### config.mk
export PLATFORM = sky130hd
export DESIGN_NAME = lkt_lock_tracker
export DESIGN_NICKNAME = d
export VERILOG_FILES = /design/src/rtl/lkt_pkg.sv /design/src/rtl/lkt_phase_det.sv /design/src/rtl/lkt_lock_state.sv /design/src/rtl/lkt_verdict.sv /design/src/rtl/lkt_lock_tracker.sv
export SDC_FILE = /design/constraint.sdc
export NUM_CORES = 1
export LEC_CHECK = 0
export ABC_AREA = 1
export BUFFER_PORTS_ARGS = -buffer_cell sky130_fd_sc_hd__buf_4
export CAP_MARGIN = 20
export CORE_ASPECT_RATIO = 1.4
export CORE_MARGIN = 3
export CORE_UTILIZATION = 40
export CTS_BUF_LIST = sky130_fd_sc_hd__clkbuf_4 sky130_fd_sc_hd__clkbuf_8
export CTS_CLUSTER_SIZE = 24
export DETAILED_ROUTE_END_ITERATION = 12
export GPL_ROUTABILITY_DRIVEN = 0
export HOLD_SLACK_MARGIN = 0.12
export PLACE_DENSITY_LB_ADDON = 0.1
export SYNTH_ARGS = -nofsm -noshare
export SYNTH_HDL_FRONTEND = slang
export SYNTH_HIERARCHICAL = 1
export SYNTH_SLANG_ARGS = --single-unit
### constraint.sdc
create_clock -name clk -period 1.29 [get_ports clk]
set_clock_uncertainty 0.15 [all_clocks]
set_input_delay 0.129 -clock clk [delete_from_list [all_inputs] [get_ports clk]]
set_output_delay 0.129 -clock clk [all_outputs]
set_load 0.01 [all_outputs]
### src/rtl/lkt_pkg.sv
package lkt_pkg;
  // Outcome of one address phase, held for a single cycle
  typedef enum logic [1:0] {
    VRD_IDLE  = 2'd0,
    VRD_PASS  = 2'd1,
    VRD_RETRY = 2'd2
  } verdict_e;
endpackage

### src/rtl/lkt_phase_det.sv
module lkt_phase_det (
  input  logic clk,
  input  logic rst_n,
  input  logic frame_n,
  output logic addr_phase
);
  logic frame_q;

  always_ff @(posedge clk or negedge rst_n) begin
    if (!rst_n) frame_q <= 1'b1;
    else        frame_q <= frame_n;
  end

  // first cycle of a frame: strobe low now, high one edge earlier
  assign addr_phase = !frame_n && frame_q;
endmodule

### src/rtl/lkt_lock_state.sv
module lkt_lock_state #(
  parameter int RW  = 28,
  parameter int IDW = 2
) (
  input  logic           clk,
  input  logic           rst_n,
  input  logic           addr_phase,
  input  logic           frame_n,
  input  logic           lock_n,
  input  logic [RW-1:0]  rgn_in,
  input  logic [IDW-1:0] id_in,
  output logic           locked,
  output logic [RW-1:0]  region,
  output logic [IDW-1:0] owner,
  output logic           acquire,
  output logic           release_ev
);
  logic           pend;
  logic [RW-1:0]  pend_rgn;
  logic [IDW-1:0] pend_id;

  assign acquire    = pend && !lock_n && !locked;
  assign release_ev = locked && frame_n && lock_n;

  always_ff @(posedge clk or negedge rst_n) begin
    if (!rst_n) begin
      pend     <= 1'b0;
      pend_rgn <= '0;
      pend_id  <= '0;
      locked   <= 1'b0;
      region   <= '0;
      owner    <= '0;
    end else begin
      // an attempt opens only when lock strobe is idle in the address phase
      pend <= addr_phase && lock_n && !locked;
      if (addr_phase) begin
        pend_rgn <= rgn_in;
        pend_id  <= id_in;
      end
      if (release_ev) begin
        locked <= 1'b0;
      end else if (acquire) begin
        locked <= 1'b1;
        region <= pend_rgn;
        owner  <= pend_id;
      end
    end
  end
endmodule

### src/rtl/lkt_verdict.sv
module lkt_verdict #(
  parameter int RW  = 28,
  parameter int IDW = 2,
  parameter int NM  = 4
) (
  input  logic           clk,
  input  logic           rst_n,
  input  logic           addr_phase,
  input  logic           sys_mode,
  input  logic           locked,
  input  logic [RW-1:0]  region,
  input  logic [IDW-1:0] owner,
  input  logic [RW-1:0]  rgn_in,
  input  logic [IDW-1:0] id_in,
  output logic           xact_pass,
  output logic           xact_retry,
  output logic [NM-1:0]  gnt_mask
);
  import lkt_pkg::*;

  function automatic logic must_refuse(input logic lk, input logic sys,
                                       input logic same_rgn, input logic is_owner);
    return lk && !is_owner && (sys || same_rgn);
  endfunction

  verdict_e vrd_q;
  logic     refuse_now;

  assign refuse_now = must_refuse(locked, sys_mode, rgn_in == region, id_in == owner);

  always_ff @(posedge clk or negedge rst_n) begin
    if (!rst_n)          vrd_q <= VRD_IDLE;
    else if (!addr_phase) vrd_q <= VRD_IDLE;
    else if (refuse_now) vrd_q <= VRD_RETRY;
    else                 vrd_q <= VRD_PASS;
  end

  assign xact_pass  = (vrd_q == VRD_PASS);
  assign xact_retry = (vrd_q == VRD_RETRY);

  for (genvar g = 0; g < NM; g++) begin : g_mask
    assign gnt_mask[g] = !(sys_mode && locked) || (owner == IDW'(g));
  end
endmodule

### src/rtl/lkt_lock_tracker.sv
module lkt_lock_tracker #(
  parameter int AW   = 32,
  parameter int NM   = 4,
  parameter int GRAN = 4,
  localparam int RW  = AW - GRAN,
  localparam int IDW = (NM > 1) ? $clog2(NM) : 1
) (
  input  logic           clk,
  input  logic           rst_n,
  input  logic           sys_lock_mode,
  input  logic           frame_n,
  input  logic           lock_n,
  input  logic [AW-1:0]  addr,
  input  logic [IDW-1:0] mst_id,
  output logic           xact_pass,
  output logic           xact_retry,
  output logic           lock_held,
  output logic [RW-1:0]  lock_region,
  output logic [IDW-1:0] lock_owner,
  output logic [NM-1:0]  gnt_mask
);
  logic          addr_phase_w;
  logic          acquire_w;
  logic          release_w;
  logic [RW-1:0] addr_rgn;

  // 16-byte granule: drop the low bits
  assign addr_rgn = RW'(addr >> GRAN);

  lkt_phase_det u_phase (
    .clk        (clk),
    .rst_n      (rst_n),
    .frame_n    (frame_n),
    .addr_phase (addr_phase_w)
  );

  lkt_lock_state #(.RW(RW), .IDW(IDW)) u_state (
    .clk        (clk),
    .rst_n      (rst_n),
    .addr_phase (addr_phase_w),
    .frame_n    (frame_n),
    .lock_n     (lock_n),
    .rgn_in     (addr_rgn),
    .id_in      (mst_id),
    .locked     (lock_held),
    .region     (lock_region),
    .owner      (lock_owner),
    .acquire    (acquire_w),
    .release_ev (release_w)
  );

  lkt_verdict #(.RW(RW), .IDW(IDW), .NM(NM)) u_verdict (
    .clk        (clk),
    .rst_n      (rst_n),
    .addr_phase (addr_phase_w),
    .sys_mode   (sys_lock_mode),
    .locked     (lock_held),
    .region     (lock_region),
    .owner      (lock_owner),
    .rgn_in     (addr_rgn),
    .id_in      (mst_id),
    .xact_pass  (xact_pass),
    .xact_retry (xact_retry),
    .gnt_mask   (gnt_mask)
  );
endmodule

; ---- Word-level counts from Yosys, hierarchy flattened
; Index checks and enable logic that the tools add are counted.
[classes]
n_eq_ne = 7
n_mux = 4
bitwise = 1
reduce_logical = 23
[op_table]
columns = operator, count
row1 = 28-bit == test, 1
row2 = 1-bit logical AND, 10
row3 = "2-bit == test, second input constant", 3
row4 = 1-bit logical NOT, 5
row5 = 1-bit logical OR, 5
row6 = "2-bit by 1-bit == test with 1-bit output, second input constant", 2
row7 = 2-bit 2-to-1 mux, 2
row8 = 2-bit == test, 1
row9 = 2-bit logical NOT, 1
row10 = 1-bit 2-to-1 mux, 2
row11 = 2-bit AND reduction, 1
row12 = 2-bit nonzero test, 1
row13 = 1-bit inverter, 1
[totals]
regBits = 65
input_bits = 39
output_inout_bits = 37
elab_cells = 43

; ---- Logic depth before layout (Yosys ltp)
; Gate-level depths: netlist (run 1).
[logic_depth]
depth_word = 6
ltp_mapped = 10
depth_no_buf = 10

; ---- Hierarchy
; The synthesis (run 1) kept the hierarchy.
[modules_own_cells]
columns = module, n_inst, cells_per_inst, area_per_inst_um2, seq_area_each_um2
row1 = lkt_lock_state, 1, 269, 2463.6, 1551.5
row2 = lkt_verdict, 1, 169, 725.7, 50.0
row3 = lkt_phase_det, 1, 3, 36.3, 26.3

; ---- Worst setup path after synthesis (run 1)
; OpenSTA, ideal clock, no wires.
[synth_path]
kind = reg-to-reg
start = register u_phase.frame_q
end = register u_state.pend_id[0]
setup_ps = 133
t_arrival_ps = 1064
required_ps = 1007
path_slack_ps = -57
path_stages_with_launch = 6
n_path_buf = 2
synth_period_minus_slack_ps = 1347
path_cell_list = dfstp_2 inv_1 nor2_2 buf_2 clkbuf_1 o21ai_0
[synth_between]
elab_chain_len = 1
[synth_lines]
columns = item, line_no
row1 = from (decl), lkt_phase_det.sv:7  ; logic frame_q;
row2 = from (signal assigned), lkt_phase_det.sv:11  ; else frame_q <= frame_n;
row3 = 1-bit logical AND, lkt_phase_det.sv:15  ; assign addr_phase = !frame_n && frame_q;
row4 = named net addr_phase_w, lkt_lock_tracker.sv:22  ; logic addr_phase_w;
row5 = to (signal assigned), lkt_lock_state.sv:38  ; pend_id <= id_in;
row6 = to (decl), lkt_lock_state.sv:20  ; logic [IDW-1:0] pend_id;
; The timed path passes the listed nets, and every way through them passes these cells.
; A chain may end at the register's enable or synchronous reset.

; ---- Worst setup path in the final report (run 1)
[layout_path]
start = register u_state.region[3]
end = register u_verdict.vrd_q[1]
[layout_between]
elab_chain_len = 5
[layout_lines]
columns = item, line_no
row1 = from (decl), lkt_lock_state.sv:13  ; output logic [RW-1:0] region,
row2 = from (signal assigned), lkt_lock_state.sv:44  ; region <= pend_rgn;
row3 = 28-bit == test, lkt_verdict.sv:29  ; assign refuse_now = must_refuse(locked, sys_mode, rgn_in == region, id_in == owner);
row4 = 1-bit logical OR, lkt_verdict.sv:23  ; return lk && !is_owner && (sys || same_rgn);
row5 = 1-bit logical AND, lkt_verdict.sv:23
row6 = 2-bit 2-to-1 mux, lkt_verdict.sv:34  ; else if (refuse_now) vrd_q <= VRD_RETRY;
row7 = 2-bit 2-to-1 mux, lkt_verdict.sv:33  ; else if (!addr_phase) vrd_q <= VRD_IDLE;
row8 = to (signal assigned), lkt_verdict.sv:33
row9 = to (signal assigned), lkt_verdict.sv:34
row10 = to (signal assigned), lkt_verdict.sv:35  ; else vrd_q <= VRD_PASS;
row11 = to (decl), lkt_verdict.sv:26  ; verdict_e vrd_q;
; No other way between the ends.

==> results of run 1 <==
## routing by layer
layer,track usage (%),share of wire (%),vias to the layer above
met2,40.53,53,134
met1,31.06,38,1705
li1,-,-,1677
met5,0,0,-
met3,4.693,5.9,28
met4,11.97,2.9,0
## power by group through the flow
stage               combinational [mW]  sequential [mW]  clock [mW]
detailed placement                3.67             3.20           0
floorplan                         1.31             3.46           0
finish                            6.01             3.31        1.80
global route                      6.47             3.38        1.91
global placement                  3.61             3.15           0
CTS                               5.03             3.24        1.81
## path summary, 6_finish.rpt
check	from	end	slack, ns	cells after the start
min	rst_n	u_state/region[26]	0.11	2
max in group asynchronous	rst_n	u_state/pend_rgn[8]	0.38	3
min reg2reg	u_state/pend_rgn[10]	u_state/region[10]	0.36	2
max	u_state/region[3]	u_verdict/vrd_q[1]	-0.30	9
max reg2reg	u_state/region[3]	u_verdict/vrd_q[1]	-0.30	9
min in group clk	lock_n	u_state/locked	0.15	5
## what timing repair did
| action | CTS | global route |
|---|---|---|
| endpoints found under the hold margin | 100 | 2 |
| hold buffers | 33 | 1 |
| endpoints found under the setup margin | 96 | 96 |
| pin swaps | 7 | 35 |
| gates resized for setup | 107 | 126 |
| buffers inserted | 14 | 31 |
| gates cloned | 9 | 7 |
## cell type report
type,count,area share [%]
Multi-Input combinational cell,276,26.46
Tap cell,100,2.139
Sequential cell,65,27.89
Timing Repair Buffer,189,34.74
Inverter,83,5.369
Clock inverter,3,0.6845
Clock buffer,12,2.717
## state kept, by name, indices dropped and copies added (netlist names)
name              cells
u_phase/frame_q       1
u_state/locked        1
u_state/owner         2
u_state/pend          1
u_state/pend_id       2
u_state/pend_rgn     28
u_state/region       28
u_verdict/vrd_q       2
## per-stage QoR
stage                     utilization, %  std cells  instance area [sq um]  hold slack, ns
after floorplan                        -        437                   3211         -0.3166
after global placement             52.62        633                   4103        -0.06581
after detailed placement           52.62        633                   4103        -0.05568
after CTS                          67.55        704                   5268        -0.07868
after global routing               75.02        728                   5849          0.1281
final                              75.02        728                   5849          0.1145
## critical path: cells and delay by family (launching register included)
kind / cells / cell delay, ns
simple gates: 7 / 0.65
flops: 1 / 0.44
compound gates: 1 / 0.19
buf+inv: 1 / 0.08
==> flow_summary.toml, run 1 <==
[run_status]
status = "complete, but fails checks"
violations = "negative setup slack"

[timing]
worstMarginPinSlew_ns = 0.4280
max_slew_margin_pct = 71.46
setup_violations = 77
worst_slack_ns = -0.2981
rsz0062_at_grt = "yes"
period_needed_ns = 1.588
finalSetupTns_ns = -9.533
slew_violations = 0
min_period_over_period_pct = 123.1
fmax_ghz = 0.6297
hold_violations = 0

[routing]
final_antenna_net_count = 0
vias = 3544
drtIter0Drc = 257
avgRoutedWirePerCell_um = 16.48
drt_pass1_iterations = 4
drc = 0
viasPerCell = 4.868
wl_um = 12000

[finish]
multi_input_area_sq_um = 1548
seqCellArea_sq_um = 1632
final_common_cell = "nand2_1"
layout_common_cells = "nand2_1 (130), inv_1 (81), buf_4 (70)"
nFillCells = 566
diodes = 0
final_layout_size_suffix_gt1_share_pct = 42.36
synthToLayoutAreaGrowth_pct = 82.19
nets = 663

[power_and_ir_drop]
p_leak_nw = 3.046
seq_power_share_pct = 29.8
power.density_nw_per_um2 = 1901
p_switching_mw = 3.974
power.internal_mw = 7.144
p_sw_share_pct = 35.75
clkPwrFrac_pct = 16.2
combPwrFrac_pct = 54.0
p_total_mw = 11.12
irDropWorstVdd_mv = 1.166

[logic_synthesis]
syn_nets = 476
syn_area_sq_um = 3211
synthCells = 437
yosysWarningCount = 6
syn_area_per_cell_sq_um = 7.347

[grt]
grt_pass1_wl_um = 17000
track_usage_pct = 24.83
grt_overflow = 0
antenna_found_initial = 0
grt_max_degree = 29
grt_pass1_vias = 3394

[clock_network]
cts_max_path_buffers = 2
cts_tree = "built"
clock-sinks = 65
clk_pin_slew_worst_paths_ns = 0.07
cts_root_buf = "clkbuf_8"
insertion_delay_ns = 0.35
htree_levels = 3
numCtsBuffers = 9

[setup_path]
required_ns = 1.42
critPathSlowestCell = "dfrtp_2"
startpoint_type = "register"
critPathKind = "register to register"
critPathCaptureType = "register"
worst-path-max-fanout = 4
crit_chain = "inv_1, nand2_1, nand2_1, nand2_1, nor2_1, nand3_1, o21bai_2, nand2_1, nor2_1"
path_common_cell = "nand2_1"
crit_arrival_ns = 1.72
slowest_delay_ns = 0.44

[floorplan]
io_pins = 76
die_area_sq_um = 9152
start_util_pct = 41.17
chipWidth_um = 81.72
core_sq_um = 7797
std_cell_rows = 38
dieHeight_um = 112.0

[flow_run]
max_cap_violations = 0

[place]
place_ws_ns = -0.1506
dp_hpwl_um = 5767
port_buffers = 71

[min_path]
hold_path_class = "input port to asynchronous set/reset pin"
Power figures use the tool's default switching activity.
==> run 2: changes to the inputs <==
--- a/config.mk
+++ b/config.mk
@@ -10,7 +10,7 @@
 export CAP_MARGIN = 20
 export CORE_ASPECT_RATIO = 1.4
 export CORE_MARGIN = 3
-export CORE_UTILIZATION = 40
+export CORE_UTILIZATION = 50
 export CTS_BUF_LIST = sky130_fd_sc_hd__clkbuf_4 sky130_fd_sc_hd__clkbuf_8
 export CTS_CLUSTER_SIZE = 24
 export DETAILED_ROUTE_END_ITERATION = 12
==> run 2 against run 1 <==
The flow still finishes with violations (negative setup slack). Combinational power grew 4.2%. Utilization is 21 points higher. Cell count is 6.6% lower. Power increased by 4.1%. Via count up 22%. Fmax decreased by 13%. Cell area is 0.96% lower. Count of clock-buffer cells in the layout grew 1. Global-route usage up 3.6 points. Largest power group unchanged. Critical path depth rose by 1.
==> flow_summary.toml, run 2 (synthesized netlist as in run 1, its figures left out) <==
[run_status]
status = "complete, but fails checks"
violations = "negative setup slack"

[power_and_ir_drop]
clkPwrFrac_pct = 15.9
p_leak_nw = 3.042
irDropWorstVdd_mv = 1.573
p_switching_mw = 4.719
seq_power_share_pct = 30.0
p_sw_share_pct = 40.79
combPwrFrac_pct = 54.1
power.internal_mw = 6.851
power.density_nw_per_um2 = 1997

[floorplan]
std_cell_rows = 33
start_util_pct = 53.26
core_sq_um = 6028
die_area_sq_um = 7433
io_pins = 76
chipWidth_um = 73.73
dieHeight_um = 100.8

[setup_path]
crit_chain = "inv_1, nand2_1, nand2_1, nor2_1, nand2_1, nor2_2, nand2_2, o21bai_4, nand2_1, nor2_1"
critical_path.top_delay_family = "simple AND/OR/NAND/NOR gates"
crit_arrival_ns = 1.96
slowest_delay_ns = 0.40
critPathCaptureType = "register"
worst-path-max-fanout = 3
critPathKind = "register to register"
r2r_slack_ns = -0.54
required_ns = 1.42
path_common_cell = "nand2_1"
critPathSlowestCell = "dfrtp_1"
startpoint_type = "register"
cp_num_buf_inv = 1

[clock_network]
insertion_delay_ns = 0.35
cts_tree = "built"
numCtsBuffers = 9
htree_levels = 3
clk_pin_slew_worst_paths_ns = 0.08
clock-sinks = 65
cts_root_buf = "clkbuf_8"
cts_max_path_buffers = 2

[routing]
drc = 0
met1_length_um = 5412
wl_um = 16720
viasPerCell = 6.354
avgRoutedWirePerCell_um = 24.59
route.top_layer_used = "met4"
vias = 4321
met2_length_um = 7896
drt_pass1_iterations = 5
drtIter0Drc = 593
met3WireLength_um = 2022
final_antenna_net_count = 0

[finish]
seqCellArea_sq_um = 1632
reg_top3 = "u_state/pend_rgn x28, u_state/region x28"
final_util_pct = 96.10
multi_input_area_sq_um = 1748
final_layout_size_suffix_gt1_share_pct = 46.23
synthToLayoutAreaGrowth_pct = 80.44
diodes = 0
instances_no_fill = 680
nFillCells = 132
nets = 644
final_common_cell = "nand2_1"
layout_common_cells = "nand2_1 (109), inv_1 (80), buf_4 (66)"

[flow_run]
max_cap_violations = 0

[timing]
worst_slack_ns = -0.5418
slew_violations = 0
hold_violations = 0
min_period_over_period_pct = 142.0
rsz0062_at_grt = "yes"
max_slew_margin_pct = 71.66
finalSetupTns_ns = -14.18
period_needed_ns = 1.832
fmax_ghz = 0.5459
setup_violations = 85
worstMarginPinSlew_ns = 0.4251

[grt]
grt_overflow = 0
grt_max_degree = 32
track_usage_pct = 28.47
grt_pass1_vias = 3355
grt_pass1_wl_um = 16050
antenna_found_initial = 0

[min_path]
hold_path_class = "input port to asynchronous set/reset pin"

[place]
placed_cells = 598
dp_hpwl_um = 5331
place_ws_ns = -0.1467
port_buffers = 71
==> run 2: cell count changes in the layout (fill, tap and decap cells not counted), moves of 4 or more <==
cell	change
nand2_2	+5
nand3_1	-14
nand3_2	+13
buf_6	-10
nand2_4	+16
buf_4	-4
nand2_1	-21
==> run 2: worst paths after layout <==
| check | start | end | cells after the start |
|---|---|---|---|
| hold reg to reg | u_state/pend_rgn[27] | u_state/region[27] | 2 |
| setup / recovery | u_state/region[19] | u_verdict/vrd_q[1] | 10 |
| hold / removal | rst_n | u_state/region[27] | 2 |
| setup reg to reg | u_state/region[19] | u_verdict/vrd_q[1] | 10 |
| min in group clk | frame_n | u_state/pend_rgn[10] | 5 |
| max in group asynchronous | rst_n | u_phase/frame_q | 3 |
==> run 2: power by group through the flow <==
stage | clock network [mW] | registers, mW | logic (mW)
after global routing | 1.92 | 3.54 | 6.46
after CTS | 1.78 | 3.22 | 4.09
after global placement | 0 | 3.16 | 3.52
after detailed placement | 0 | 3.21 | 3.59
after floorplan | 0 | 3.46 | 1.31
final | 1.84 | 3.47 | 6.26
==> run 2: routing by layer <==
metal / up-vias / track usage (%)
met5: - / 0
li1: 1648 / -
met1: 2028 / 33.72
met4: 0 / 10.60
met3: 164 / 4.790
met2: 481 / 50.55
==> run 2: stage by stage <==
step                hold slack [ns]  instance area, sq um  power, mW
floorplan                   -0.3166                  3211      4.771
global placement           -0.07712                  4040      6.679
detailed placement         -0.06963                  4040      6.793
CTS                        -0.06968                  4920      9.087
global route                 0.1117                  5793      11.92
finish                       0.1051                  5793      11.57
==> run 2: cell type report <==
type | instances | area share (%)
Inverter | 83 | 5.378
Timing Repair Buffer | 170 | 31.32
Sequential cell | 65 | 28.16
Multi-Input combinational cell | 276 | 30.17
Clock buffer | 13 | 2.765
Tap cell | 70 | 1.512
Clock inverter | 3 | 0.6911
==> run 2: repair_timing <==
item | in CTS | in global routing
gates cloned | 5 | 8
resized for setup | 66 | 196
setup endpoints to repair | 44 | 95
hold buffers | 33 | 1
buffers inserted | 6 | 23
hold endpoints to repair | 105 | 6
pin swaps | 8 | 50
==> run 2: worst register-to-register path, delay by kind of cell, from the launching register on <==
family	cells	cell delay [ns]
DFF	1	0.40
and+or+nand+nor	8	0.98
buffers and inverters	1	0.08
AOI/OAI and AO/OA	1	0.16
